`config.mk`:
```
export PLATFORM = sky130hd
export DESIGN_NAME = qslope_seq
export DESIGN_NICKNAME = d
export VERILOG_FILES = /design/src/rtl/qs_pkg.sv /design/src/rtl/qs_phase_timer.sv /design/src/rtl/qs_result_unit.sv /design/src/rtl/qslope_seq.sv
export SDC_FILE = /design/constraint.sdc
export NUM_CORES = 1
export LEC_CHECK = 0
export ABC_CLOCK_PERIOD_IN_PS = 3200
export BUFFER_PORTS_ARGS = -buffer_cell sky130_fd_sc_hd__buf_2
export CAP_MARGIN = 0
export CORE_MARGIN = 5
export CORE_UTILIZATION = 28
export CTS_CLUSTER_SIZE = 14
export DETAILED_ROUTE_END_ITERATION = 12
export PLACE_DENSITY = 0.52
export SLEW_MARGIN = 15
export SYNTH_ARGS = -nofsm -noshare
export SYNTH_HDL_FRONTEND = slang
export SYNTH_HIERARCHICAL = 1
export SYNTH_SLANG_ARGS = --single-unit
```
`constraint.sdc`:
```
create_clock -name clk -period 3.2 [get_ports clk]
set_input_delay 0.32 -clock clk [delete_from_list [all_inputs] [get_ports clk]]
set_output_delay 0.32 -clock clk [all_outputs]
set_load 0.05 [all_outputs]
```
`src/rtl/qs_pkg.sv`:
```
package qs_pkg;

    typedef enum logic [1:0] {
        SW_AZERO  = 2'd0,
        SW_ZERO   = 2'd1,
        SW_SIGNAL = 2'd2,
        SW_REF    = 2'd3
    } sw_sel_t;

    typedef enum logic [1:0] {
        ST_IDLE  = 2'd0,
        ST_AZERO = 2'd1,
        ST_INTEG = 2'd2,
        ST_DEINT = 2'd3
    } seq_state_t;

endpackage

```
`src/rtl/qs_phase_timer.sv`:
```
module qs_phase_timer #(
    parameter int TW = 8
) (
    input  logic          clk,
    input  logic          rst_n,
    input  logic          clr,
    output logic [TW-1:0] cnt
);

    always_ff @(posedge clk or negedge rst_n) begin
        if (!rst_n) begin
            cnt <= '0;
        end else if (clr) begin
            cnt <= '0;
        end else begin
            cnt <= cnt + TW'(1);
        end
    end

endmodule

```
`src/rtl/qs_result_unit.sv`:
```
module qs_result_unit #(
    parameter int CNT_W     = 10,
    parameter int LIMIT     = 512,
    parameter bit QUAD_MODE = 1'b1,
    localparam int RES_W    = CNT_W + 1
) (
    input  logic                    clk,
    input  logic                    rst_n,
    input  logic                    cap_off,
    input  logic                    fin,
    input  logic [CNT_W-1:0]        cnt_in,
    input  logic                    ovr_in,
    output logic signed [RES_W-1:0] result,
    output logic                    overrange,
    output logic                    done
);

    logic [CNT_W-1:0] off_cnt;
    logic             off_ovr;

    generate
        if (QUAD_MODE) begin : g_quad
            always_ff @(posedge clk or negedge rst_n) begin
                if (!rst_n) begin
                    off_cnt <= '0;
                    off_ovr <= 1'b0;
                end else if (cap_off) begin
                    off_cnt <= cnt_in;
                    off_ovr <= ovr_in;
                end
            end
        end else begin : g_dual
            assign off_cnt = '0;
            assign off_ovr = 1'b0;
        end
    endgenerate

    always_ff @(posedge clk or negedge rst_n) begin
        if (!rst_n) begin
            result    <= '0;
            overrange <= 1'b0;
            done      <= 1'b0;
        end else begin
            done <= fin;
            if (fin) begin
                overrange <= ovr_in | off_ovr;
                if (ovr_in | off_ovr) begin
                    result <= $signed(RES_W'(LIMIT));
                end else begin
                    result <= $signed({1'b0, cnt_in}) - $signed({1'b0, off_cnt});
                end
            end
        end
    end

    a_r8_done_single: assert property (@(posedge clk) disable iff (!rst_n)
        done |=> !done);

    a_r7_ovr_full_scale: assert property (@(posedge clk) disable iff (!rst_n)
        overrange |-> (result == $signed(RES_W'(LIMIT))));

endmodule

```
`src/rtl/qslope_seq.sv`:
```
module qslope_seq
    import qs_pkg::*;
#(
    parameter int INT_CYCLES = 256,
    parameter int AZ_CYCLES  = 16,
    parameter bit QUAD_MODE  = 1'b1,
    localparam int LIMIT     = 2 * INT_CYCLES,
    localparam int CNT_W     = $clog2(LIMIT + 1),
    localparam int RES_W     = CNT_W + 1,
    localparam int TMAX      = (AZ_CYCLES > LIMIT) ? AZ_CYCLES : LIMIT,
    localparam int TW        = $clog2(TMAX + 1)
) (
    input  logic                    clk,
    input  logic                    rst_n,
    input  logic                    start,
    input  logic                    cmp_zero,
    output logic [1:0]              sw_sel,
    output logic signed [RES_W-1:0] result,
    output logic                    overrange,
    output logic                    done
);

    localparam logic [TW-1:0] AZ_LAST  = TW'(AZ_CYCLES - 1);
    localparam logic [TW-1:0] INT_LAST = TW'(INT_CYCLES - 1);
    localparam logic [TW-1:0] LIM_LAST = TW'(LIMIT - 1);

    seq_state_t       state, nxt;
    logic             pass_sig;
    logic [TW-1:0]    tcnt;
    logic             clr;
    logic             cap_off;
    logic             fin;
    logic             deint_ovr;
    logic [CNT_W-1:0] deint_cnt;
    sw_sel_t          sel_q;

    assign deint_cnt = CNT_W'(tcnt) + CNT_W'(1);

    qs_phase_timer #(.TW(TW)) u_timer (
        .clk   (clk),
        .rst_n (rst_n),
        .clr   (clr),
        .cnt   (tcnt)
    );

    qs_result_unit #(
        .CNT_W     (CNT_W),
        .LIMIT     (LIMIT),
        .QUAD_MODE (QUAD_MODE)
    ) u_result (
        .clk       (clk),
        .rst_n     (rst_n),
        .cap_off   (cap_off),
        .fin       (fin),
        .cnt_in    (deint_cnt),
        .ovr_in    (deint_ovr),
        .result    (result),
        .overrange (overrange),
        .done      (done)
    );

    // state register and pass tracking
    always_ff @(posedge clk or negedge rst_n) begin
        if (!rst_n) begin
            state    <= ST_IDLE;
            pass_sig <= 1'b0;
        end else begin
            state <= nxt;
            if (state == ST_IDLE && start) begin
                pass_sig <= !QUAD_MODE;
            end else if (cap_off) begin
                pass_sig <= 1'b1;
            end
        end
    end

    // next state and outputs
    always_comb begin
        nxt       = state;
        clr       = 1'b0;
        cap_off   = 1'b0;
        fin       = 1'b0;
        deint_ovr = 1'b0;
        sel_q     = SW_AZERO;
        unique case (state)
            ST_IDLE: begin
                clr = 1'b1;
                if (start) begin
                    nxt = ST_AZERO;
                end
            end
            ST_AZERO: begin
                if (tcnt == AZ_LAST) begin
                    nxt = ST_INTEG;
                    clr = 1'b1;
                end
            end
            ST_INTEG: begin
                sel_q = pass_sig ? SW_SIGNAL : SW_ZERO;
                if (tcnt == INT_LAST) begin
                    nxt = ST_DEINT;
                    clr = 1'b1;
                end
            end
            ST_DEINT: begin
                sel_q = SW_REF;
                if (cmp_zero || tcnt == LIM_LAST) begin
                    clr       = 1'b1;
                    deint_ovr = !cmp_zero;
                    if (!pass_sig) begin
                        cap_off = 1'b1;
                        nxt     = ST_AZERO;
                    end else begin
                        fin = 1'b1;
                        nxt = ST_IDLE;
                    end
                end
            end
            default: nxt = ST_IDLE;
        endcase
    end

    assign sw_sel = sel_q;

    a_r2_start_from_idle: assert property (@(posedge clk) disable iff (!rst_n)
        (state == ST_IDLE && start) |=> (state == ST_AZERO));

    a_r9_busy_start_ignored: assert property (@(posedge clk) disable iff (!rst_n)
        (state == ST_INTEG && start) |=> (state != ST_AZERO));

    a_r4_deint_window: assert property (@(posedge clk) disable iff (!rst_n)
        (state == ST_DEINT) |-> (tcnt < TW'(LIMIT)));

    a_r8_done_after_deint: assert property (@(posedge clk) disable iff (!rst_n)
        done |-> ($past(state) == ST_DEINT));

    a_r8_result_hold: assert property (@(posedge clk) disable iff (!rst_n)
        (state != ST_DEINT) |=> $stable(result));

endmodule

```
Word level (Yosys, flattened, before mapping)

Cells that the tools add are included.

Memories kept: 0
Bits in latches: 0
Register bits after elaboration: 37
Word-level logic and storage cells: 51
Output and inout port bits: 15
ROM bits: 0
Bits in writable memories: 0

Equality and inequality tests: 10
Div/mod/pow operators: 0
Bitwise gates (word level): 1
Multiply operators: 0
Shifts and indexed selects: 0
Reductions and logical operators: 6
$add $sub $neg: 2
Muxes and demuxes: 24
Order comparisons: 0

Operators with widths:

| cell                  | number |
|---|---|
| $mux 1                | 14 |
| $mux 11               | 1 |
| $sub 10x10->11        | 1 |
| $add 10x1->10 const B | 1 |
| $eq 10x4->1 const B   | 1 |
| $eq 10x8->1 const B   | 1 |
| $eq 10x9->1 const B   | 1 |
| $mux 10               | 1 |
| $mux 2                | 5 |
| $ne 2x2->1 const B    | 4 |
| $pmux 2 s4            | 1 |
| $eq 2x2->1 const B    | 2 |
| $pmux 1 s4            | 1 |
| $pmux 2 s2            | 1 |
| $reduce_and 4->1      | 1 |
| $eq 2x1->1 const B    | 1 |
| $logic_not 2->1       | 1 |
| $reduce_bool 2->1     | 1 |
| $logic_and 1x1->1     | 1 |
| $logic_not 1->1       | 1 |
| $logic_or 1x1->1      | 1 |
| $or 1x1->1            | 1 |

Logic depth before layout (Yosys ltp)

Gate-level depths: netlist of the first run.

Depth in word-level cells: 6
Gate-level depth with buffers: 11
Depth with buffers taken out: 10

Cells and area by module

Netlist of the first run, hierarchy kept.

By module, submodules not included:

| module         | cells an instance | area each (sq um) | times used |
|---|---|---|---|
| qs_result_unit | 136               | 1320.0            | 1 |
| qslope_seq     | 59                | 467.9             | 1 |
| qs_phase_timer | 45                | 466.7             | 1 |

Least setup slack after synthesis of the first run

No wires, ideal clock.

Path type: register to register
Start: register u_timer.cnt[0]
End: register u_result.result[9]
Data required time: 3055 ps
Buffers on the path: 1
Setup slack: 607 ps
Stages on the path, launching flop included: 12
Setup time: 145 ps
Data arrival time: 2448 ps
Clock period less this slack: 2593 ps
Cells stage by stage: dfrtp_1 ha_1 nand3_2 nor3_1 o21ai_0 nor2_1 inv_2 or3_1 buf_2 or3_1 mux2i_1 a311oi_1

RTL lines:

| what                   | line                 | source |
|---|---|---|
| start, declared        | qs_phase_timer.sv:7  | `output logic [TW-1:0] cnt` |
| start signal, assigned | qs_phase_timer.sv:16 | `cnt <= cnt + TW'(1);` |
| $eq 10x9->1            | qslope_seq.sv:107    | `if (cmp_zero \|\| tcnt == LIM_LAST) begin` |
| $logic_or 1x1->1       | qslope_seq.sv:107    |  |
| $mux 1                 | qslope_seq.sv:107    |  |
| $mux 1                 | qslope_seq.sv:85     | `unique case (state)` |
| named net fin          | qslope_seq.sv:32     | `logic fin;` |
| end signal, assigned   | qs_result_unit.sv:48 | `result <= $signed(RES_W'(LIMIT));` |
| end signal, assigned   | qs_result_unit.sv:50 | `result <= $signed({1'b0, cnt_in}) - $signed({1'b0, off_cnt});` |
| end, declared          | qs_result_unit.sv:13 | `output logic signed [RES_W-1:0] result,` |

The timed path passes the listed nets, and every way through them passes these cells.
A chain may end at the register's enable or synchronous reset.

Worst setup path after layout of the first run

Ends and elaborated chain as after synthesis.

==> flow_summary.yaml, run 1 <==
cells_and_area:
  nets: 284
  layout-drive-gt1-share: 0.1521
  fin_util: 0.3270
  antenna_cells: 0
  syn_to_final_growth_pct: 12.65
  nFillCells: 838
  final_cells: 365
  multiInputGateArea_um2: 1212
  regArea_um2: 925.9
clock_tree:
  cts_hold_buf: 0
  clk_pin_slew_worst_paths_ns: 0.08
  cts_tree: "built"
  cts_buffers: 5
  clock_sinks: 37
  clk_path_buf_depth: 2
  postCtsSetupRepairBufs: 0
  cts_resized: 0
  htree_num_levels: 2
  clk_latency_ns: 0.29
  cts-root-buf: "clkbuf_8"
placement:
  place_congestion: 0.8107
  hpwl_mm: 3.560
  dp.cells: 357
  port_buffers: 18
  place_ws_ns: 0.3182
logic_synthesis:
  syn_nets: 262
  yosysTopAreaCell: "dfrtp_1"
  syn_inst: 240
  synth-edff-count: 0
  seq_area_frac_synth: 0.4107
  synth_area_um2: 2255
  synth_area_leaders: "dfrtp_1 (41%), ha_1 (9.4%), o21ai_0 (3.8%)"
  ys_seq_elements: 37
  syn_area_per_cell_um2: 9.394
  synth.top_cell.area_share: 0.4107
  yosys.cell_types.count: 48
  synthFlopType: "dfrtp_1"
  yosysWarnings: 6
  async_reset_ff_frac: 1.000
grt:
  grt_pass1_vias: 1663
  grt_pass1_wl_mm: 8.217
  grt_max_degree: 38
  grt_usage: 0.1023
  grt-ovfl-total: 0
  antenna_found_initial: 0
sta:
  finalHoldViolCount: 0
  min_period_ns: 2.854
  drv_slew: 0
  timing.final.crit_share: 0.8919
  fin_ws_ns: 0.3458
  rsz0062_at_grt: "false"
  worst_slew_pin_slew_ns: 0.8609
  whs_ns: 0.1244
  slew_headroom: 0.4260
  setup_viol: 0
  fmax_mhz: 350.4
  final.setup_skew_ns: 0.006315
  setup_tns_ns: 0
floorplanning:
  dieArea_um2: 9947
  die_h_um: 99.74
  coreArea_um2: 7767
  fp-row-count: 32
  die_x_um: 99.74
  top_level_ports: 19
  start_util: 0.2903
run_status:
  status: "completed"
detailed_routing:
  dr.first_iter.drc_count: 60
  final_antenna_net_count: 0
  drc_errors: 0
  vias_per_cell: 4.863
  top_layer: "met4"
  dr.pass1.iters: 4
  vias: 1775
  drt-met1-wl_mm: 2.244
  drt_wl_total_mm: 4.669
  wl_met3_um: 225
  wire_per_inst_um: 12.79
  wl_met2_mm: 2.145
critical_path:
  r2r_slack_ns: 0.35
  critPathKind: "register to register"
  cp-end-kind: "register"
  crit_required_ns: 3.35
  crit_path_max_fanout: 11
  critPathArrivalTime_ns: 3.00
  cpMostUsedCell: "or3_1"
  crit_chain: "ha_1, nand3_2, nor3_1, o21ai_0, nor2_1, inv_2, or3_1, or3_1, mux2i_1, a311oi_1"
  rr_worst_depth: 10
  max_stage_delay_ns: 0.48
  cp_slowest_cell: "dfrtp_1"
  start_kind: "register"
min_path:
  hold_class: "primary input to asynchronous set/reset pin"
power_and_ir_drop:
  swShare: 0.4850
  comb_power_share: 0.590
  power_frac_seq: 0.288
  p_leak_nw: 1.164
  p_per_area_nw_per_um2: 1021
  p_sw_mw: 1.258
  peakVddDrop_mv: 0.2672
  p_int_mw: 1.336
  p_clk_frac: 0.121
run:
  cap_viol_max_count: 0
[flip-flops by register name, summed over array words and instances (netlist names)]
signal,cells
pass_sig,1
state,2
u_result/done,1
u_result/off_cnt,10
u_result/off_ovr,1
u_result/overrange,1
u_result/result,11
u_timer/cnt,10
[power groups by stage]
| stage | combinational (mW) | clock (mW) | sequential, mW |
|---|---|---|---|
| 5_1_grt | 1.72 | 0.348 | 0.777 |
| 3_5_place_dp | 1.54 | 0 | 0.761 |
| 4_1_cts | 1.55 | 0.335 | 0.752 |
| 2_1_floorplan | 0.958 | 0 | 0.984 |
| 3_3_place_gp | 1.55 | 0 | 0.756 |
| 6_report | 1.53 | 0.315 | 0.747 |
[per-stage QoR]
stage	cell area, um^2	power, mW
2_1_floorplan	2255	1.941
3_5_place_dp	2457	2.303
4_1_cts	2540	2.636
3_3_place_gp	2457	2.304
6_report	2540	2.594
5_1_grt	2540	2.841
[metal layers]
metal / vias to the layer above / GRT usage
met5: - / 0
met4: 0 / 0.02836
met3: 6 / 0.02595
met2: 29 / 0.1626
met1: 843 / 0.1377
li1: 897 / -
[layout make-up]
| class | count | area share |
|---|---|---|
| Sequential cell | 37 | 0.3645 |
| Multi-Input combinational cell | 175 | 0.4773 |
| Timing Repair Buffer | 20 | 0.04138 |
| Clock inverter | 2 | 0.003941 |
| Tap cell | 102 | 0.05025 |
| Clock buffer | 6 | 0.02857 |
| Inverter | 23 | 0.03399 |
[synth_stat cells, types with 3 or more instances]
| cell | instances |
|---|---|
| clkbuf_1 | 3 |
| dfrtp_1 | 37 |
| a21o_1 | 3 |
| nor3_1 | 3 |
| nor2b_1 | 3 |
| a21oi_1 | 12 |
| nor2_1 | 20 |
| inv_1 | 21 |
| nand2_1 | 22 |
| or3_1 | 5 |
| ha_1 | 17 |
| mux2_2 | 6 |
| a32o_1 | 3 |
| nand2b_1 | 5 |
| xnor2_1 | 8 |
| nand3_1 | 6 |
| o21ai_0 | 17 |
| xor2_1 | 5 |
| nand4_1 | 3 |
[cell families (layout without fill, tap and decap cells)]
group / after synthesis / in the layout / synth area share
compound gates: 58 / 58 / 0.1698
xor+xnor: 13 / 13 / 0.05050
buf+inv: 28 / 51 / 0.05161
mux: 7 / 7 / 0.03440
flops: 37 / 37 / 0.4107
simple gates: 79 / 79 / 0.1798
fa+ha+maj: 18 / 18 / 0.1032
[cell usage in the layout (no fill, tap or decap), types with 2 or more instances in the layout]
cell,count
o211ai_1,2
nand2_1,22
ha_1,17
xnor2_1,8
o41ai_1,2
or3_1,5
nand4_1,3
a211oi_1,2
nor2_1,20
clkbuf_8,5
inv_1,21
or4_1,2
nor2b_1,3
nor3_1,3
o2bb2ai_1,2
buf_2,18
o21a_1,2
a22o_1,2
or2b_1,2
nand2b_1,5
xor2_1,5
o21ai_0,17
o32ai_1,2
mux2_2,6
nand3_1,6
a21o_1,3
a31oi_1,2
clkinv_2,2
nor4_1,2
buf_4,2
inv_2,2
a21oi_1,12
dfrtp_1,37
a32o_1,3
[critical path: cells and delay by family, from the launching register on]
kind	cells	cell delay, ns
buffers and inverters	1	0.13
multiplexers	1	0.14
flip-flops	1	0.48
AND/OR/NAND/NOR	5	1.48
AO/OA/AOI/OAI	2	0.24
adder cells (fa/ha/maj)	1	0.24
[path summary, 6_finish.rpt]
| path | from | endpoint |
|---|---|---|
| max reg2reg | u_timer/cnt[0] | u_result/result[9] |
| max in group asynchronous | rst_n | u_result/off_cnt[7] |
| min in group clk | start | pass_sig |
| max | u_timer/cnt[0] | u_result/result[9] |
| min reg2reg | u_result/result[10] | u_result/result[10] |
| min | rst_n | u_result/result[1] |
(Power assumes the default switching activity.)
==> run 2: changes to the inputs <==
--- a/config.mk
+++ b/config.mk
@@ -12,8 +12,8 @@
 export CORE_UTILIZATION = 28
 export CTS_CLUSTER_SIZE = 14
 export DETAILED_ROUTE_END_ITERATION = 12
-export PLACE_DENSITY = 0.52
-export SLEW_MARGIN = 15
+export PLACE_DENSITY = 0.44
+export SLEW_MARGIN = 0
 export SYNTH_ARGS = -nofsm -noshare
 export SYNTH_HDL_FRONTEND = slang
 export SYNTH_HIERARCHICAL = 1
==> run 2 against run 1 <==
  * Design area rose by 0.15%
  * Clock-buffer cell count fell by 1
  * Critical path depth did not move
  * Critical path type unchanged
  * Largest power group unchanged
  * Hold slack improved by 0.0069 ns
==> flow_summary.yaml, run 2 (synthesized netlist as in run 1, its figures left out) <==
power_and_ir_drop:
  comb_power_share: 0.586
  p_leak_nw: 1.163
  p_per_area_nw_per_um2: 1025
  peakVddDrop_mv: 0.3061
  p_clk_frac: 0.127
  power_frac_seq: 0.286
  p_sw_mw: 1.274
  swShare: 0.4886
  p_int_mw: 1.334
run:
  cap_viol_max_count: 0
floorplanning:
  top_level_ports: 19
  dieArea_um2: 9947
  fp-row-count: 32
  coreArea_um2: 7767
  start_util: 0.2903
  die_x_um: 99.74
  die_h_um: 99.74
placement:
  dp.cells: 357
  place_congestion: 0.7680
  hpwl_mm: 3.731
  port_buffers: 18
grt:
  antenna_found_initial: 0
  grt_pass1_vias: 1751
  grt_usage: 0.1110
  grt_pass1_wl_mm: 8.763
  grt_max_degree: 38
  grt-ovfl-total: 0
clock_tree:
  clk_path_buf_depth: 2
  clk_latency_ns: 0.29
  cts_tree: "built"
  postCtsSetupRepairBufs: 0
  clock_sinks: 37
  cts_hold_buf: 0
  htree_num_levels: 2
  cts_buffers: 5
  clk_pin_slew_worst_paths_ns: 0.08
  cts_resized: 0
  cts-root-buf: "clkbuf_8"
cells_and_area:
  largest_register: "u_result/result"
  final_cells: 365
  antenna_cells: 0
  nets: 284
  final_common_cell: "dfrtp_1"
  reg.largest.list: "u_result/result x11, u_result/off_cnt x10, u_timer/cnt x10"
  largest_reg_flops: 11
  syn_to_final_growth_pct: 12.82
  layout-drive-gt1-share: 0.1559
  layout_common_cells: "dfrtp_1 (37), nand2_1 (22), inv_1 (21)"
critical_path:
  r2r_start: "u_timer/cnt[0]"
  cp-end-kind: "register"
  crit_required_ns: 3.35
  critPathArrivalTime_ns: 3.02
  critPathKind: "register to register"
  crit_start: "u_timer/cnt[0]"
  rr_endpoint: "u_result/result[9]"
  endpoint: "u_result/result[9]"
  r2r_slack_ns: 0.33
  crit_path_max_fanout: 11
  start_kind: "register"
  rr_worst_depth: 10
detailed_routing:
  dr.first_iter.drc_count: 72
  wire_per_inst_um: 13.52
  dr.pass1.iters: 4
  final_antenna_net_count: 0
  drt_wl_total_mm: 4.935
  drc_errors: 0
  vias_per_cell: 4.745
  vias: 1732
run_status:
  status: "completed"
sta:
  setup_viol: 0
  timing.final.crit_share: 0.8962
  finalHoldViolCount: 0
  slew_headroom: 0.4292
  final.setup_skew_ns: 0.004279
  drv_slew: 0
  min_period_ns: 2.868
  fmax_mhz: 348.7
  rsz0062_at_grt: "false"
  worst_slew_pin_slew_ns: 0.8562
  setup_tns_ns: 0
min_path:
  hold_class: "primary input to asynchronous set/reset pin"
run 2: changes by cell type in the layout (fill, tap and decap cells not counted), sizes merged:
cell / previous run / this run
clkinvlp: 0 / 1
clkbuf: 6 / 5
run 2: per-stage QoR:
stage	power (mW)	worst slack, ns	area, um^2	hold WS (ns)	util
floorplan	1.941	0.6065	2255	0.02441	-
finish	2.608	0.3323	2544	0.1313	0.3275
detailed placement	2.307	0.3492	2457	0.4827	0.3164
global placement	2.316	0.4374	2457	0.4772	0.3164
CTS	2.656	0.3372	2544	0.1715	0.3275
global route	2.848	0.1102	2544	0.2242	0.3275
run 2: power by group through the flow:
| stage | clock network [mW] | logic [mW] | registers [mW] |
|---|---|---|---|
| 6_report | 0.332 | 1.53 | 0.747 |
| 5_1_grt | 0.368 | 1.70 | 0.776 |
| 4_1_cts | 0.351 | 1.55 | 0.751 |
| 3_5_place_dp | 0 | 1.55 | 0.761 |
| 3_3_place_gp | 0 | 1.56 | 0.756 |
| 2_1_floorplan | 0 | 0.958 | 0.984 |
run 2: critical path, stage by stage, from the launching register on:
cell and delay, ns:
dfrtp_1 0.49, ha_1 0.24, nand3_2 0.18, nor3_1 0.22
o21ai_0 0.18, nor2_1 0.23, inv_2 0.15, or3_1 0.46
or3_1 0.38, mux2i_1 0.14, a311oi_1 0.06
run 2: how the worst min path moves through the flow:
stage / startpoint / end / slack, ns / depth (start not counted)
4_1_cts: rst_n / u_result/overrange / 0.17 / 1
5_1_grt: rst_n / u_result/done / 0.22 / 1
3_3_place_gp: u_result/overrange / u_result/overrange / 0.48 / 2
2_1_floorplan: rst_n / pass_sig / 0.02 / 0
6_report: rst_n / u_result/overrange / 0.13 / 1
3_5_place_dp: u_result/result[0] / u_result/result[0] / 0.48 / 1
run 2: cell type report:
type,count,area (um^2)
multi-input combinational,175,1212
inverter,23,86.33
fill,822,5224
sequential,37,925.9
clock buffer,5,68.82
timing repair buffer,20,105.1
tap,102,127.6
clock inverter,3,17.52
run 2: metal layers:
| layer | GRT usage | vias to the layer above | wire (um) | share of wire |
|---|---|---|---|---|
| met2 | 0.1780 | 17 | 2310 | 0.47 |
| met1 | 0.1456 | 812 | 2386 | 0.48 |
| met3 | 0.02314 | 8 | 159 | 0.032 |
| met5 | 0 | - | 0 | 0 |
| li1 | - | 895 | - | - |
| met4 | 0.04412 | 0 | 79 | 0.016 |
==> run 3: changes to the inputs <==
--- a/config.mk
+++ b/config.mk
@@ -8,6 +8,7 @@
 export ABC_CLOCK_PERIOD_IN_PS = 3200
 export BUFFER_PORTS_ARGS = -buffer_cell sky130_fd_sc_hd__buf_2
 export CAP_MARGIN = 0
+export CORE_ASPECT_RATIO = 1.1
 export CORE_MARGIN = 5
 export CORE_UTILIZATION = 28
 export CTS_CLUSTER_SIZE = 14
==> run 3 against run 2 <==
  * Non-clock buffer count is 1 higher
  * Clock-buffer cell count stayed put
  * Clock skew is 0.0064 ns higher
  * Hold slack worse by 0.0072 ns
  * Highest routed layer unchanged
==> flow_summary.yaml, run 3 (synthesized netlist as in run 1, its figures left out) <==
run_status:
  status: "completed"
critical_path:
  cp_slowest_cell: "dfrtp_1"
  start_kind: "register"
  crit_required_ns: 3.35
  cp_top_family: "simple AND/OR/NAND/NOR gates"
  crit_path_max_fanout: 8
  critPathArrivalTime_ns: 2.93
  critical_path_buf_inv_count: 1
  max_stage_delay_ns: 0.49
  crit_chain: "ha_1, nand3_2, nor3_1, o21ai_0, nor2_1, inv_2, or3_1, or3_1, mux2i_1, a311oi_1"
  critPathKind: "register to register"
  cpMostUsedCell: "or3_1"
  cp-end-kind: "register"
sta:
  drv_slew: 0
  rsz0062_at_grt: "false"
  fin_ws_ns: 0.4166
  timing.final.crit_share: 0.8698
  fmax_mhz: 359.3
  final.setup_skew_ns: 0.01066
  setup_tns_ns: 0
  min_period_ns: 2.783
  finalHoldViolCount: 0
  worst_slew_pin_slew_ns: 0.8497
  whs_ns: 0.1241
  setup_viol: 0
  slew_headroom: 0.4335
grt:
  grt_pass1_wl_mm: 8.556
  grt-ovfl-total: 0
  grt_max_degree: 38
  antenna_found_initial: 0
  grt_usage: 0.1095
  grt_pass1_vias: 1704
cells_and_area:
  fin_util: 0.3312
  layout-drive-gt1-share: 0.1591
  largest_reg_flops: 11
  antenna_cells: 0
  syn_to_final_growth_pct: 15.59
  nets: 285
  final_cells: 372
  largest_register: "u_result/result"
  final_area_um2: 2606
  reg.largest.list: "u_result/result x11, u_result/off_cnt x10, u_timer/cnt x10"
  layout_common_cells: "dfrtp_1 (37), nand2_1 (22), inv_1 (21)"
  final_common_cell: "dfrtp_1"
power_and_ir_drop:
  p_per_area_nw_per_um2: 1057
  p_total_mw: 2.754
  peakVddDrop_mv: 0.2637
  p_leak_nw: 1.192
floorplanning:
  die_x_um: 95.56
  start_util: 0.2865
  fp-row-count: 34
  top_level_ports: 19
  dieArea_um2: 9949
  coreArea_um2: 7870
  die_h_um: 104.1
clock_tree:
  postCtsSetupRepairBufs: 0
  clk_path_buf_depth: 2
  cts_tree: "built"
  clock_sinks: 37
  cts_hold_buf: 0
  clk_latency_ns: 0.30
  clk_pin_slew_worst_paths_ns: 0.08
  cts_resized: 0
  htree_num_levels: 2
  cts-root-buf: "clkbuf_8"
  cts_buffers: 5
detailed_routing:
  drc_errors: 0
  vias_per_cell: 4.680
  wire_per_inst_um: 13.47
  dr.first_iter.drc_count: 39
  vias: 1741
  final_antenna_net_count: 0
  drt_wl_total_mm: 5.012
  dr.pass1.iters: 4
run:
  cap_viol_max_count: 0
placement:
  port_buffers: 18
  hpwl_mm: 3.736
  postPlaceCellArea_um2: 2472
  place_ws_ns: 0.4139
  place_congestion: 0.7378
  dp.cells: 364
min_path:
  hold_class: "primary input to asynchronous set/reset pin"
-- run 3: cell count changes in the layout (fill, tap and decap cells not counted) --
cell	delta
clkinv_2	-1
buf_4	+1
bufinv_16	+2
clkinvlp_4	-1
-- run 3: layout make-up --
type / instances / area (um^2)
fill: 843 / 5264
multi-input combinational: 175 / 1212
sequential: 37 / 925.9
tap: 108 / 135.1
timing repair buffer: 21 / 112.6
inverter: 23 / 86.33
clock buffer: 5 / 68.82
clock inverter: 3 / 65.06
-- run 3: power breakdown --
group          total, mW  internal [mW]  switching (mW)
registers          0.741          0.631           0.110
logic               1.52          0.546           0.976
clock network      0.491          0.310           0.181
total               2.75           1.49            1.27
-- run 3: final timing paths --
check / slack, ns / end / depth (start not counted) / start
setup / recovery: 0.42 / u_result/result[9] / 10 / u_timer/cnt[0]
hold / removal: 0.12 / u_result/done / 1 / rst_n
setup reg to reg: 0.42 / u_result/result[9] / 10 / u_timer/cnt[0]
hold reg to reg: 0.49 / u_result/overrange / 2 / u_result/overrange
max in group asynchronous: 2.54 / u_timer/cnt[2] / 1 / rst_n
min in group clk: 0.24 / pass_sig / 2 / start
-- run 3: per-layer routing --
metal / global-route usage / part of all wire
met2: 0.1714 / 0.45
met1: 0.1424 / 0.50
met4: 0.04167 / 0.016
met5: 0 / 0
met3: 0.02894 / 0.032
-- run 3: worst reg2reg max path: stages (launching register included) --
cell and delay, ns:
dfrtp_1 0.49, ha_1 0.25, nand3_2 0.19, nor3_1 0.23, o21ai_0 0.18, nor2_1 0.20, inv_2 0.05, or3_1 0.46
or3_1 0.39, mux2i_1 0.14, a311oi_1 0.07
